**config.mk**
```make
export PLATFORM = sky130hd
export DESIGN_NAME = vlc_top
export DESIGN_NICKNAME = d
export VERILOG_FILES = /design/src/rtl/vlc_pkg.sv /design/src/rtl/vlc_ctrl.sv /design/src/rtl/vlc_dp.sv /design/src/rtl/vlc_top.sv
export SDC_FILE = /design/constraint.sdc
export NUM_CORES = 1
export LEC_CHECK = 0
export ABC_AREA = 1
export CAP_MARGIN = 0
export CORE_MARGIN = 2
export CORE_UTILIZATION = 30
export DETAILED_ROUTE_END_ITERATION = 8
export PLACE_DENSITY = 0.78
export SYNTH_ARGS = -nofsm -noshare
export SYNTH_HDL_FRONTEND = slang
export SYNTH_SLANG_ARGS = --single-unit
export TNS_END_PERCENT = 100
```
**constraint.sdc**
```tcl
create_clock -name clk -period 4 [get_ports clk]
set_clock_uncertainty 0.1 [all_clocks]
set_input_delay 0.8 -clock clk [delete_from_list [all_inputs] [get_ports clk]]
set_output_delay 0.8 -clock clk [all_outputs]
set_load 0.005 [all_outputs]
```
**src/rtl/vlc_pkg.sv**
```systemverilog
package vlc_pkg;
  localparam int FW      = 6;
  localparam int MAX_LSB = 0;
  localparam int VL_LSB  = 6;
  localparam int SRC_LSB = 12;
  localparam int DST_LSB = 18;
  localparam int RSV_LSB = 28;
  localparam int STW     = 32;
  localparam logic [STW-1:0] IMPL_MASK = {{(STW-RSV_LSB){1'b0}}, {RSV_LSB{1'b1}}};

  typedef enum logic [1:0] {
    VL_IMM   = 2'd0,
    VL_REG   = 2'd1,
    VL_CLAMP = 2'd2
  } vlSel_e;

  typedef struct packed {
    logic   ldVl;
    logic   ldMax;
    logic   ldCsr;
    logic   wbEn;
    logic   flag;
    vlSel_e vlSel;
  } ctlStrb_t;
endpackage

```
**src/rtl/vlc_ctrl.sv**
```systemverilog
module vlc_ctrl
  import vlc_pkg::*;
#(
  parameter int XLEN    = 64,
  parameter bit HAS_OVR = 1'b1
) (
  input  logic        clk,
  input  logic        rst_n,
  input  logic        cfgValid,
  input  logic [11:0] lenType,
  input  logic        csrWe,
  input  logic        csrRsvNz,
  output ctlStrb_t    strb
);
  logic [4:0] imm;
  logic       oneOff;
  logic       regMode;
  logic       immBig;
  logic       bad;
  logic       take;

  assign imm     = lenType[5:1];
  assign oneOff  = lenType[11];
  assign regMode = !oneOff && lenType[0];
  assign immBig  = (int'(imm) + 1) > XLEN;

  always_comb begin
    bad = 1'b0;
    if (!HAS_OVR)          bad = 1'b1;
    else if (regMode)      bad = (imm == 5'd0);
    else                   bad = immBig;
  end

  assign take = cfgValid && (lenType != 12'd0) && !bad;

  always_comb begin
    strb       = '0;
    strb.ldVl  = take;
    strb.ldMax = take && oneOff;
    strb.wbEn  = take && (lenType[10:6] != 5'd0);
    strb.ldCsr = csrWe && !cfgValid;
    strb.flag  = (cfgValid && (lenType != 12'd0) && bad) || (csrWe && !cfgValid && csrRsvNz);
    if (!oneOff) strb.vlSel = regMode ? VL_REG : VL_IMM;
    else         strb.vlSel = lenType[0] ? VL_CLAMP : VL_IMM;
  end

  // x0 as length source never loads VL
  a_r4_x0_src_rejected: assert property (@(posedge clk) disable iff (!rst_n)
    (cfgValid && lenType[11] == 1'b0 && lenType[5:0] == 6'd1) |-> (!strb.ldVl && strb.flag));
  // flag and load never together
  a_r12_flag_excl_load: assert property (@(posedge clk) disable iff (!rst_n)
    strb.flag |-> !strb.ldVl);
endmodule

```
**src/rtl/vlc_dp.sv**
```systemverilog
module vlc_dp
  import vlc_pkg::*;
#(
  parameter int XLEN = 64
) (
  input  logic            clk,
  input  logic            rst_n,
  input  ctlStrb_t        strb,
  input  logic [4:0]      imm,
  input  logic [4:0]      dstIdx,
  input  logic [XLEN-1:0] srcVal,
  input  logic [STW-1:0]  csrWdata,
  output logic [STW-1:0]  state,
  output logic            wbValid,
  output logic [4:0]      wbIdx,
  output logic [XLEN-1:0] wbData,
  output logic            illegal
);
  logic [FW-1:0] curMax, curVl, immP1, regMin, clampVl, nextVl, nextMax;

  assign curMax  = state[MAX_LSB +: FW];
  assign curVl   = state[VL_LSB +: FW];
  assign immP1   = {1'b0, imm} + FW'(1);
  assign regMin  = (srcVal > XLEN'(curMax)) ? curMax : srcVal[FW-1:0];
  assign clampVl = (curVl > immP1) ? immP1 : curVl;
  assign nextMax = strb.ldMax ? immP1 : curMax;

  always_comb begin
    case (strb.vlSel)
      VL_REG:   nextVl = regMin;
      VL_CLAMP: nextVl = clampVl;
      default:  nextVl = immP1;
    endcase
  end

  always_ff @(posedge clk or negedge rst_n) begin
    if (!rst_n) begin
      state   <= '0;
      wbValid <= 1'b0;
      wbIdx   <= '0;
      wbData  <= '0;
      illegal <= 1'b0;
    end else begin
      if (strb.ldCsr) begin
        state <= csrWdata & IMPL_MASK;
      end else if (strb.ldVl) begin
        state[MAX_LSB +: FW] <= nextMax;
        state[VL_LSB +: FW]  <= nextVl;
        state[SRC_LSB +: FW] <= '0;
        state[DST_LSB +: FW] <= '0;
      end
      wbValid <= strb.wbEn;
      wbIdx   <= dstIdx;
      wbData  <= XLEN'(nextVl);
      illegal <= strb.flag;
    end
  end

  // reserved bits never set
  a_r10_rsv_zero: assert property (@(posedge clk) disable iff (!rst_n)
    state[STW-1:RSV_LSB] == '0);
  // write-back value equals stored length
  a_r7_wb_matches_vl: assert property (@(posedge clk) disable iff (!rst_n)
    wbValid |-> (wbData == XLEN'(state[VL_LSB +: FW])));
  // no write-back with an illegal flag
  a_r12_no_wb_on_flag: assert property (@(posedge clk) disable iff (!rst_n)
    illegal |-> !wbValid);
  // clamp mode never leaves VL above MAXVL
  a_r6_clamp_bound: assert property (@(posedge clk) disable iff (!rst_n)
    (strb.ldVl && strb.vlSel == VL_CLAMP) |=> (state[VL_LSB +: FW] <= state[MAX_LSB +: FW]));
  // offsets zero after an update
  a_r8_offs_cleared: assert property (@(posedge clk) disable iff (!rst_n)
    (strb.ldVl && !strb.ldCsr) |=> (state[SRC_LSB +: FW] == '0 && state[DST_LSB +: FW] == '0));
endmodule

```
**src/rtl/vlc_top.sv**
```systemverilog
module vlc_top
  import vlc_pkg::*;
#(
  parameter int XLEN    = 64,
  parameter bit HAS_OVR = 1'b1
) (
  input  logic            clk,
  input  logic            rst_n,
  input  logic            cfgValid,
  input  logic [11:0]     lenType,
  output logic [4:0]      srcIdx,
  input  logic [XLEN-1:0] srcVal,
  input  logic            csrWe,
  input  logic [31:0]     csrWdata,
  output logic [31:0]     csrRdata,
  output logic            wbValid,
  output logic [4:0]      wbIdx,
  output logic [XLEN-1:0] wbData,
  output logic            illegal
);
  ctlStrb_t strb;

  assign srcIdx = lenType[5:1];

  vlc_ctrl #(.XLEN(XLEN), .HAS_OVR(HAS_OVR)) u_ctrl (
    .clk      (clk),
    .rst_n    (rst_n),
    .cfgValid (cfgValid),
    .lenType  (lenType),
    .csrWe    (csrWe),
    .csrRsvNz (csrWdata[STW-1:RSV_LSB] != '0),
    .strb     (strb)
  );

  vlc_dp #(.XLEN(XLEN)) u_dp (
    .clk      (clk),
    .rst_n    (rst_n),
    .strb     (strb),
    .imm      (lenType[5:1]),
    .dstIdx   (lenType[10:6]),
    .srcVal   (srcVal),
    .csrWdata (csrWdata),
    .state    (csrRdata),
    .wbValid  (wbValid),
    .wbIdx    (wbIdx),
    .wbData   (wbData),
    .illegal  (illegal)
  );
endmodule

```
# Word level (Yosys, flattened, before mapping)
# Index checks and enable logic that the tools add are counted.
dict set report totals {
  register_bits 41
  inputBits 112
  output_inout_bits 108
  wordCells 43
}
dict set report op_classes {
  addsub 2
  n_lt_le_gt_ge 3
  n_eq_ne 2
  n_mux 10
  reduce_logical 19
}
# cell count
set op_table {}
lappend op_table {{64-bit by 6-bit > comparator with 1-bit output} 1}
lappend op_table {{24-bit two-way mux} 2}
lappend op_table {{32-bit by 8-bit > comparator with 1-bit output (second input constant)} 1}
lappend op_table {{6-bit two-way mux} 3}
lappend op_table {{5-bit by 1-bit adder with 6-bit output (second input constant)} 2}
lappend op_table {{6-bit one-hot mux with 2 select lines} 1}
lappend op_table {{12-bit nonzero test} 1}
lappend op_table {{1-bit logical AND} 8}
lappend op_table {{6-bit > comparator} 1}
lappend op_table {{5-bit logical NOT} 1}
lappend op_table {{5-bit nonzero test} 1}
lappend op_table {{2-bit two-way mux} 2}
lappend op_table {{2-bit nonzero test} 2}
lappend op_table {{4-bit nonzero test} 1}
lappend op_table {{1-bit logical NOT} 3}
lappend op_table {{2-bit by 1-bit equality test with 1-bit output (second input constant)} 1}
lappend op_table {{2-bit equality test (second input constant)} 1}
lappend op_table {{1-bit two-way mux} 2}
lappend op_table {{2-bit AND reduction} 1}
lappend op_table {{1-bit logical OR} 1}

# Longest topological paths before layout
# Gate-level depths: netlist of the first run.
dict set report logic_depth {
  depth_word 9
  ltp_mapped 16
}

# Cells and area by module
# A second synthesis of the first run with hierarchy kept.
dict set report hier_totals {
  cells_unflattened 403
  hier_area_um2 3183.1
}
# module n_inst cells_per_inst area_per_inst_um2
set by_module_without_submodules {}
lappend by_module_without_submodules {vlc_dp 1 365 3001.6}
lappend by_module_without_submodules {vlc_ctrl 1 30 132.6}
lappend by_module_without_submodules {vlc_top 1 8 48.8}

# Worst setup path after synthesis of the first run
# No wires, ideal clock.
dict set report synth_timing {
  kind {input port to flip-flop}
  from {input port lenType[1]}
  to {register u_dp.state[11]}
  setup_ns 0.117
  arrival_ns 2.433
  t_required_ns 3.783
  setup_slack_ns 1.350
  path_stages 16
  path_cell_list {ha_1 nand3_1 xor2_1 ha_1 nand2_1 nor2_1 o21ai_0 nand3_1 nand2_1 inv_1 o21ai_0 nand2_1 nand2_1 nand2_1 nand2_1 nand2_1}
}
dict set report synth_between {
  elab_chain_cells 6
  elab_cells_between_ends 15
}
# item line_no
set synth_lines {}
lappend synth_lines {{start, declared} vlc_top.sv:10} ;# input logic [11:0] lenType,
lappend synth_lines {{5-bit by 1-bit adder with 6-bit output (*)} vlc_dp.sv:23} ;# assign immP1 = {1'b0, imm} + FW'(1);
lappend synth_lines {{6-bit > comparator} vlc_dp.sv:25} ;# assign clampVl = (curVl > immP1) ? immP1 : curVl;
lappend synth_lines {{6-bit two-way mux} vlc_dp.sv:25}
lappend synth_lines {{6-bit one-hot mux with 2 select lines (*)} vlc_dp.sv:29} ;# case (strb.vlSel)
lappend synth_lines {{via u_dp.nextVl[5]} vlc_dp.sv:19} ;# logic [FW-1:0] curMax, curVl, immP1, regMin, clampVl, nextVl, nextMax;
lappend synth_lines {{24-bit two-way mux (*)} vlc_dp.sv:46} ;# end else if (strb.ldVl) begin
lappend synth_lines {{24-bit two-way mux (*)} vlc_dp.sv:44} ;# if (strb.ldCsr) begin
lappend synth_lines {{end signal, assigned} vlc_dp.sv:45} ;# state <= csrWdata & IMPL_MASK;
lappend synth_lines {{end signal, assigned by index} vlc_dp.sv:47} ;# state[MAX_LSB +: FW] <= nextMax;
lappend synth_lines {{end signal, assigned by index} vlc_dp.sv:48} ;# state[VL_LSB +: FW] <= nextVl;
lappend synth_lines {{end, declared} vlc_dp.sv:13} ;# output logic [STW-1:0] state,
# The timed path passes the listed nets; every way through them passes the cells marked *. The select of a mux whose other input is x is not followed.
# A chain may end at the register's enable or synchronous reset.

# Worst setup path in the final report of the first run
dict set report layout_timing {
  from {input port lenType[2]}
  to {register u_dp.state[8]}
}
# Same word-level chain as after synthesis.

==> results of run 1 <==
[worst paths after layout]
path | end | slack [ns] | cells after the start
min in group asynchronous | u_dp.state[20] | 0.54 | 1
worst max-delay path | u_dp.state[8] | 0.65 | 17
worst min register to register | u_dp.state[25] | 0.38 | 2
worst max register to register | u_dp.state[8] | 1.89 | 13
worst min-delay path | u_dp.state[25] | 0.38 | 2
max in group asynchronous | u_dp.state[10] | 2.68 | 1
[area by class of cell]
cell class	instances	area (µm²)
inverters	40	150.1
well taps	133	166.4
multi-input cells	334	1565
fillers	976	5253
flip-flops and latches	41	1026
clock inverters	3	46.29
repair buffers	160	1589
clock buffers	5	68.82
[cell usage after synthesis (all sizes together), types with 3 or more instances]
master	n
nand2	124
buf	72
nor2	48
nand3	47
dfrtp	41
inv	39
ha	14
o21ai	11
nand4	8
a21oi	6
clkbuf	4
o2111ai	3
xor2	3
[sequential cells by signal, indices dropped and copies added (netlist names)]
register and count:
u_dp.wbValid 1, u_dp.wbData 6, u_dp.wbIdx 5, u_dp.illegal 1, u_dp.state 28
[power groups by stage]
stage | clock (mW) | combinational, mW | sequential [mW]
3_3_place_gp | 0 | 0.456 | 0.506
6_report | 0.343 | 0.463 | 0.499
3_5_place_dp | 0 | 0.464 | 0.507
5_1_grt | 0.365 | 0.517 | 0.507
2_1_floorplan | 0 | 0.230 | 0.503
4_1_cts | 0.349 | 0.466 | 0.500
[layout by cell type, fill, tap and decap left out, types with 2 or more instances in the layout]
master,count
a21oi_1,6
buf_4,3
clkbuf_8,5
clkdlybuf4s50_1,156
conb_1,62
dfrtp_1,41
ha_1,14
inv_1,37
inv_2,2
nand2_1,123
nand3_1,45
nand3_2,2
nand4_1,8
nor2_1,45
nor2_4,2
nor3_1,2
nor4_1,2
o2111ai_1,3
o21ai_0,10
o21bai_1,2
xor2_1,3
[worst max-delay path, delay by kind of cell]
kind	cells	cell delay [ns]
xor+xnor	1	0.25
fa+ha+maj	2	0.53
compound gates	2	0.25
simple gates	10	0.85
buf+inv	2	0.75
[per-stage QoR]
step                setup WS (ns)  cell area (µm²)  cells
floorplan                   1.350             3292    491
global placement           0.4902             4497    708
detailed placement         0.3830             4497    708
CTS                        0.6973             4612    716
global route               0.3921             4612    716
finish                     0.6528             4612    716
[layer usage]
metal | track usage (%) | share of wire (%)
met5 | 0 | 0
met4 | 3.619 | 0.60
met3 | 3.431 | 7.5
met2 | 31.31 | 51
met1 | 19.79 | 40
[cells by family (layout without fill, tap and decap cells)]
| kind of cell | Yosys count | in the layout | share of synthesized area, % |
|---|---|---|---|
| adder cells (fa/ha/maj) | 14 | 14 | 5.719 |
| buffers and inverters | 116 | 208 | 22.96 |
| XOR/XNOR | 3 | 3 | 0.8580 |
| other | 1 | 62 | 0.1224 |
| AND/OR/NAND/NOR | 233 | 233 | 32.60 |
| AO/OA/AOI/OAI | 22 | 22 | 4.249 |
| flip-flops | 41 | 41 | 33.50 |
==> out/summary.txt, run 1 <==
Min-Delay Path Class -> flip-flop to flip-flop
Clock Pin Slew Worst Setup and Hold Paths -> 0.09 ns
Setup violations, final -> 0
Synth warn -> 0
Crit end category -> flip-flop
Status -> finished, final reports clean
Total GRT Usage -> 16.83%
Global-route wire length before repair -> 14880 µm
First-pass DRT Iterations -> 4
Final min period -> 3.347 ns
RSZ-0062 raised after global routing -> no
Power per cell area -> 282.9 mW/mm²
Critical path fanouts, max -> 7
Final ANT Viol Nets -> 0
Sequential area share after synthesis -> 33.50%
Top post-synthesis cells by area -> dfrtp_1 (33%), buf_4 (16%), nand2_1 (15%), nand3_1 (7.4%), ha_1 (5.7%)
Gate power share -> 35.5%
Max VDD drop -> 0.1552 mV
Max-slew violations -> 0
Root Buffer -> clkbuf_8
Critical Path Max Stage Delay -> 0.62 ns
CTS tree -> built
Total Die Area -> 0.01103 mm²
Main flop type after synthesis -> dfrtp_1
CTS Buf Count -> 5
Switching pwr -> 0.4033 mW
Die W -> 105.0 µm
CTS H-tree lvls -> 2
Pin count of the biggest net entering global routing -> 42
Fmax -> 298.8 MHz
DR WL/cell -> 13.29 µm
Hold Path Origin -> u_dp.state[25]
Cell Rows -> 36
Worst path slowest cell -> clkdlybuf4s50_1
Mean Syn Cell Area -> 7.123 µm²
EDFF count, synth -> 0
Leak pwr -> 2.271 nW
Cts repair resizes -> 0
CP arrival -> 3.44 ns
Clock Latency Late Sink -> 0.29 ns
Initial DRC count -> 158
Total vias in the final route -> 3091
Switching portion of total power -> 30.91%
Routed WL -> 9516 µm
Crit path top cell by count -> nand2_1
Slew HR -> 38.39%
Crit path launch -> lenType[2]
Post-CTS setup buffer count -> 0
Synth Register Bits -> 41
Syn Inst Count -> 430
Grt total ovfl -> 0
Initial Utilization -> 31.05%
Num ports -> 220
Post-DP HPWL -> 7938 µm
Worst Setup Path Type -> input port to flip-flop
Share of cells above drive strength 1 -> 3.774%
Post-layout net count -> 708
Slew of the pin with the lowest slew margin -> 0.9241 ns
Startpoint types -> input port
CP cell instances -> clkdlybuf4s50_1, ha_1, nand3_1, xor2_1, ha_1, nand2_1, nor2_1, o21ai_0, nand3_1, nand2_1, inv_1, o21ai_0, nand2_1, nand2_1, nand2_1, nand2_1, nand2_1
Minimum hold slack -> 0.3783 ns
Clock sink count -> 41
Setup TNS -> 0 ns
Chip height -> 105.0 µm
Ys async rst share -> 100.0%
Start of the worst register-to-register path -> u_dp.state[7]
Synth top area share -> 33.50%
Crit share post-route -> 83.68%
Synth cell types -> 28
Required @ worst endpoint -> 4.09 ns
IO buf count -> 157
Post-synth top area cell -> dfrtp_1
Initial antenna violation count -> 0
Routability congestion estimate -> 0.8187
Final hold vios -> 0
Clk pwr share -> 26.3%
Hold buffer count at CTS -> 0
DRC Markers -> 0
Final core occ -> 46.75%
Tot Pwr -> 1.305 mW
Via/cell ratio -> 4.317
Core ar. -> 0.009864 mm²
Post-Syn Area -> 0.003063 mm²
Sequential Power Share -> 38.3%
N_diodes -> 0
Internal Power -> 0.9016 mW
Longest Clk Path Bufs -> 2
Number of global-route vias before repair -> 3056
Maxcap violations -> 0
P&R area growth vs syn -> 50.57%
(Power assumes the default switching activity.)
==> run 2: changes to the inputs <==
Clock period 4 ns to 3.5 ns, I/O delays scaled along.
==> out/summary.txt, run 2 (synthesis results as in run 1) <==
Final min period -> 3.144 ns
DRC Markers -> 0 (unchanged)
Final ANT Viol Nets -> 0 (unchanged)
Startpoint types -> input port
Chip height -> 105.0 µm (unchanged)
Min-Delay Path Class -> flip-flop to flip-flop
CTS Buf Count -> 5 (unchanged)
Routed WL -> 9399 µm (-1.2%)
Critical path fanouts, max -> 7 (unchanged)
Root Buffer -> clkbuf_8
Placed Instances -> 711 (+0.42%)
Critical Path Max Stage Delay -> 0.60 ns (-0.02 ns)
Fmax -> 318.1 MHz
Hold endpoint -> u_dp.state[24]
Status -> finished, final reports clean
Buf/Inv on CP -> 2 (unchanged)
Area after DPL -> 0.004519 mm² (+0.50%)
Required @ worst endpoint -> 3.59 ns (-0.50 ns)
First-pass DRT Iterations -> 5 (+1)
Initial antenna violation count -> 0 (unchanged)
Worst reg2reg path depth -> 13 (unchanged)
Longest Clk Path Bufs -> 2 (unchanged)
Switching portion of total power -> 30.78% (-0.13 points)
Initial DRC count -> 169 (+7.0%)
Leak pwr -> 2.285 nW (+0.62%)
Fin cells -> 719 (+0.42%)
Worst path slowest cell -> clkdlybuf4s50_1
Post-layout net count -> 711 (+0.42%)
RSZ-0062 raised after global routing -> no
Total Die Area -> 0.01103 mm² (unchanged)
Gate power share -> 35.8% (+0.3 points)
Start of the worst register-to-register path -> u_dp.state[5]
Hold buffer count at CTS -> 0 (unchanged)
Commonest non-fill, non-tap cell in the layout -> clkdlybuf4s50_1
Die W -> 105.0 µm (unchanged)
Share of cells above drive strength 1 -> 4.437% (+0.66 points)
Worst Setup Path Type -> input port to flip-flop
Via/cell ratio -> 4.229 (-2.0%)
Slew HR -> 39.13% (+0.73 points)
Clock sink count -> 41 (unchanged)
Reg-to-reg endpoint -> u_dp.state[9]
CTS tree -> built
Crit share post-route -> 89.82%
Minimum hold slack -> 0.3838 ns (+0.005500 ns)
Slew of the pin with the lowest slew margin -> 0.9131 ns (-0.01096 ns)
Largest regs -> u_dp.state: 28 flops, u_dp.wbData: 6 flops, u_dp.wbIdx: 5 flops
Top delay family on crit path -> simple AND/OR/NAND/NOR gates
Setup slack, reg-to-reg -> 1.38 ns (-0.51 ns)
Crit path launch -> lenType[2]
IO buf count -> 157 (unchanged)
Global-route wire length before repair -> 15260 µm (+2.5%)
Crit path top cell by count -> nand2_1
Number of global-route vias before repair -> 3098 (+1.4%)
CP arrival -> 3.23 ns (-0.21 ns)
Pin count of the biggest net entering global routing -> 42 (unchanged)
Core ar. -> 0.009864 mm² (unchanged)
Maxcap violations -> 0 (unchanged)
Switching pwr -> 0.4595 mW (+14%)
N_diodes -> 0 (unchanged)
Internal Power -> 1.034 mW (+15%)
Sequential Power Share -> 38.1% (-0.2 points)
Max FFs per register -> 28 (unchanged)
Num ports -> 220 (unchanged)
Initial Utilization -> 31.05% (unchanged)
Max-slew violations -> 0 (unchanged)
Total vias in the final route -> 3041 (-1.6%)
Post-CTS setup buffer count -> 0 (unchanged)
CTS H-tree lvls -> 2 (unchanged)
Cts repair resizes -> 0 (unchanged)
Hold Path Origin -> u_dp.state[24]
CP cell instances -> clkdlybuf4s50_1, ha_1, nand3_1, xor2_1, ha_1, nand2_1, nor2_1, o21ai_0, nand3_1, nand2_2, inv_1, o21ai_0, nand2_1, nand2_1, nand2_1, nand2_1, nand2_1
Worst hold path stage count -> 2 (unchanged)
Power per cell area -> 322.0 mW/mm² (+14%)
P&R area growth vs syn -> 51.39%
Most frequent cells in the layout -> clkdlybuf4s50_1 (156), nand2_1 (122), conb_1 (62)
Final hold vios -> 0 (unchanged)
Setup violations, final -> 0 (unchanged)
Biggest register -> u_dp.state
Routability congestion estimate -> 0.8377 (+2.3%)
Grt total ovfl -> 0 (unchanged)
Cell Rows -> 36 (unchanged)
Total GRT Usage -> 17.10% (+0.26 points)
DR WL/cell -> 13.07 µm (-1.6%)
Tot Pwr -> 1.493 mW (+14%)
Post-route cell area -> 0.004637 mm² (+0.54%)
Crit end category -> flip-flop
Max VDD drop -> 0.1910 mV (+23%)
Clock Latency Late Sink -> 0.29 ns (about the same)
Post-DP HPWL -> 7845 µm (-1.2%)
Clock Pin Slew Worst Setup and Hold Paths -> 0.09 ns (about the same)
Clk pwr share -> 26.1% (-0.2 points)
==> run 2: changes by cell type in the layout (fill, tap and decap cells not counted) <==
cell     delta
buf_4       +3
nand2_1     -1
nand2_2     +1
==> run 2: layout make-up <==
| class | instances | area [µm²] |
|---|---|---|
| multi-input cells | 334 | 1568 |
| clock inverters | 3 | 46.29 |
| inverters | 40 | 150.1 |
| repair buffers | 163 | 1612 |
| clock buffers | 5 | 68.82 |
| flip-flops and latches | 41 | 1026 |
| well taps | 133 | 166.4 |
| fillers | 952 | 5228 |
==> run 2: routing by layer <==
layer	up-vias	share of wire [%]	track usage, %
li1	1541	-	-
met1	1365	42	20.80
met2	128	50	31.03
met3	7	7.1	3.306
met4	0	0.93	3.810
met5	-	0	0
==> run 2: how the worst max path moves through the flow <==
stage,endpoint,slack [ns],cells after the start
after floorplan,u_dp.state[11],0.95,16
after global placement,u_dp.state[8],0.1,17
after detailed placement,u_dp.state[8],-0.005,17
after CTS,u_dp.state[8],0.30,17
after global routing,u_dp.state[10],0.07,16
final,u_dp.state[8],0.36,17
==> run 2: power by group through the flow <==
stage               registers [mW]  clock network, mW  logic [mW]
detailed placement           0.578                  0       0.533
global placement             0.578                  0       0.525
floorplan                    0.574                  0       0.262
finish                       0.570              0.390       0.534
CTS                          0.570              0.400       0.535
global route                 0.577              0.421       0.598
==> run 2: worst min-delay path, stage by stage (launching register included) <==
cell	delay (ns)
dfrtp_1	0.35
nand2_1	0.06
nand2_1	0.05
==> run 2: stage by stage <==
step | setup TNS [ns] | worst slack (ns) | utilization [%]
after floorplan | 0 | 0.9505 | -
after global placement | 0 | 0.09868 | 45.81
after detailed placement | -0.005311 | -0.005311 | 45.81
after CTS | 0 | 0.3044 | 46.98
after global routing | 0 | 0.07009 | 47.01
final | 0 | 0.3563 | 47.01
==> run 3: changes to the inputs <==
Settings changed: HOLD_SLACK_MARGIN from default to 0.06.
==> results of run 3 <==
Final layout, timing and power as in run 2 (identical DEF).
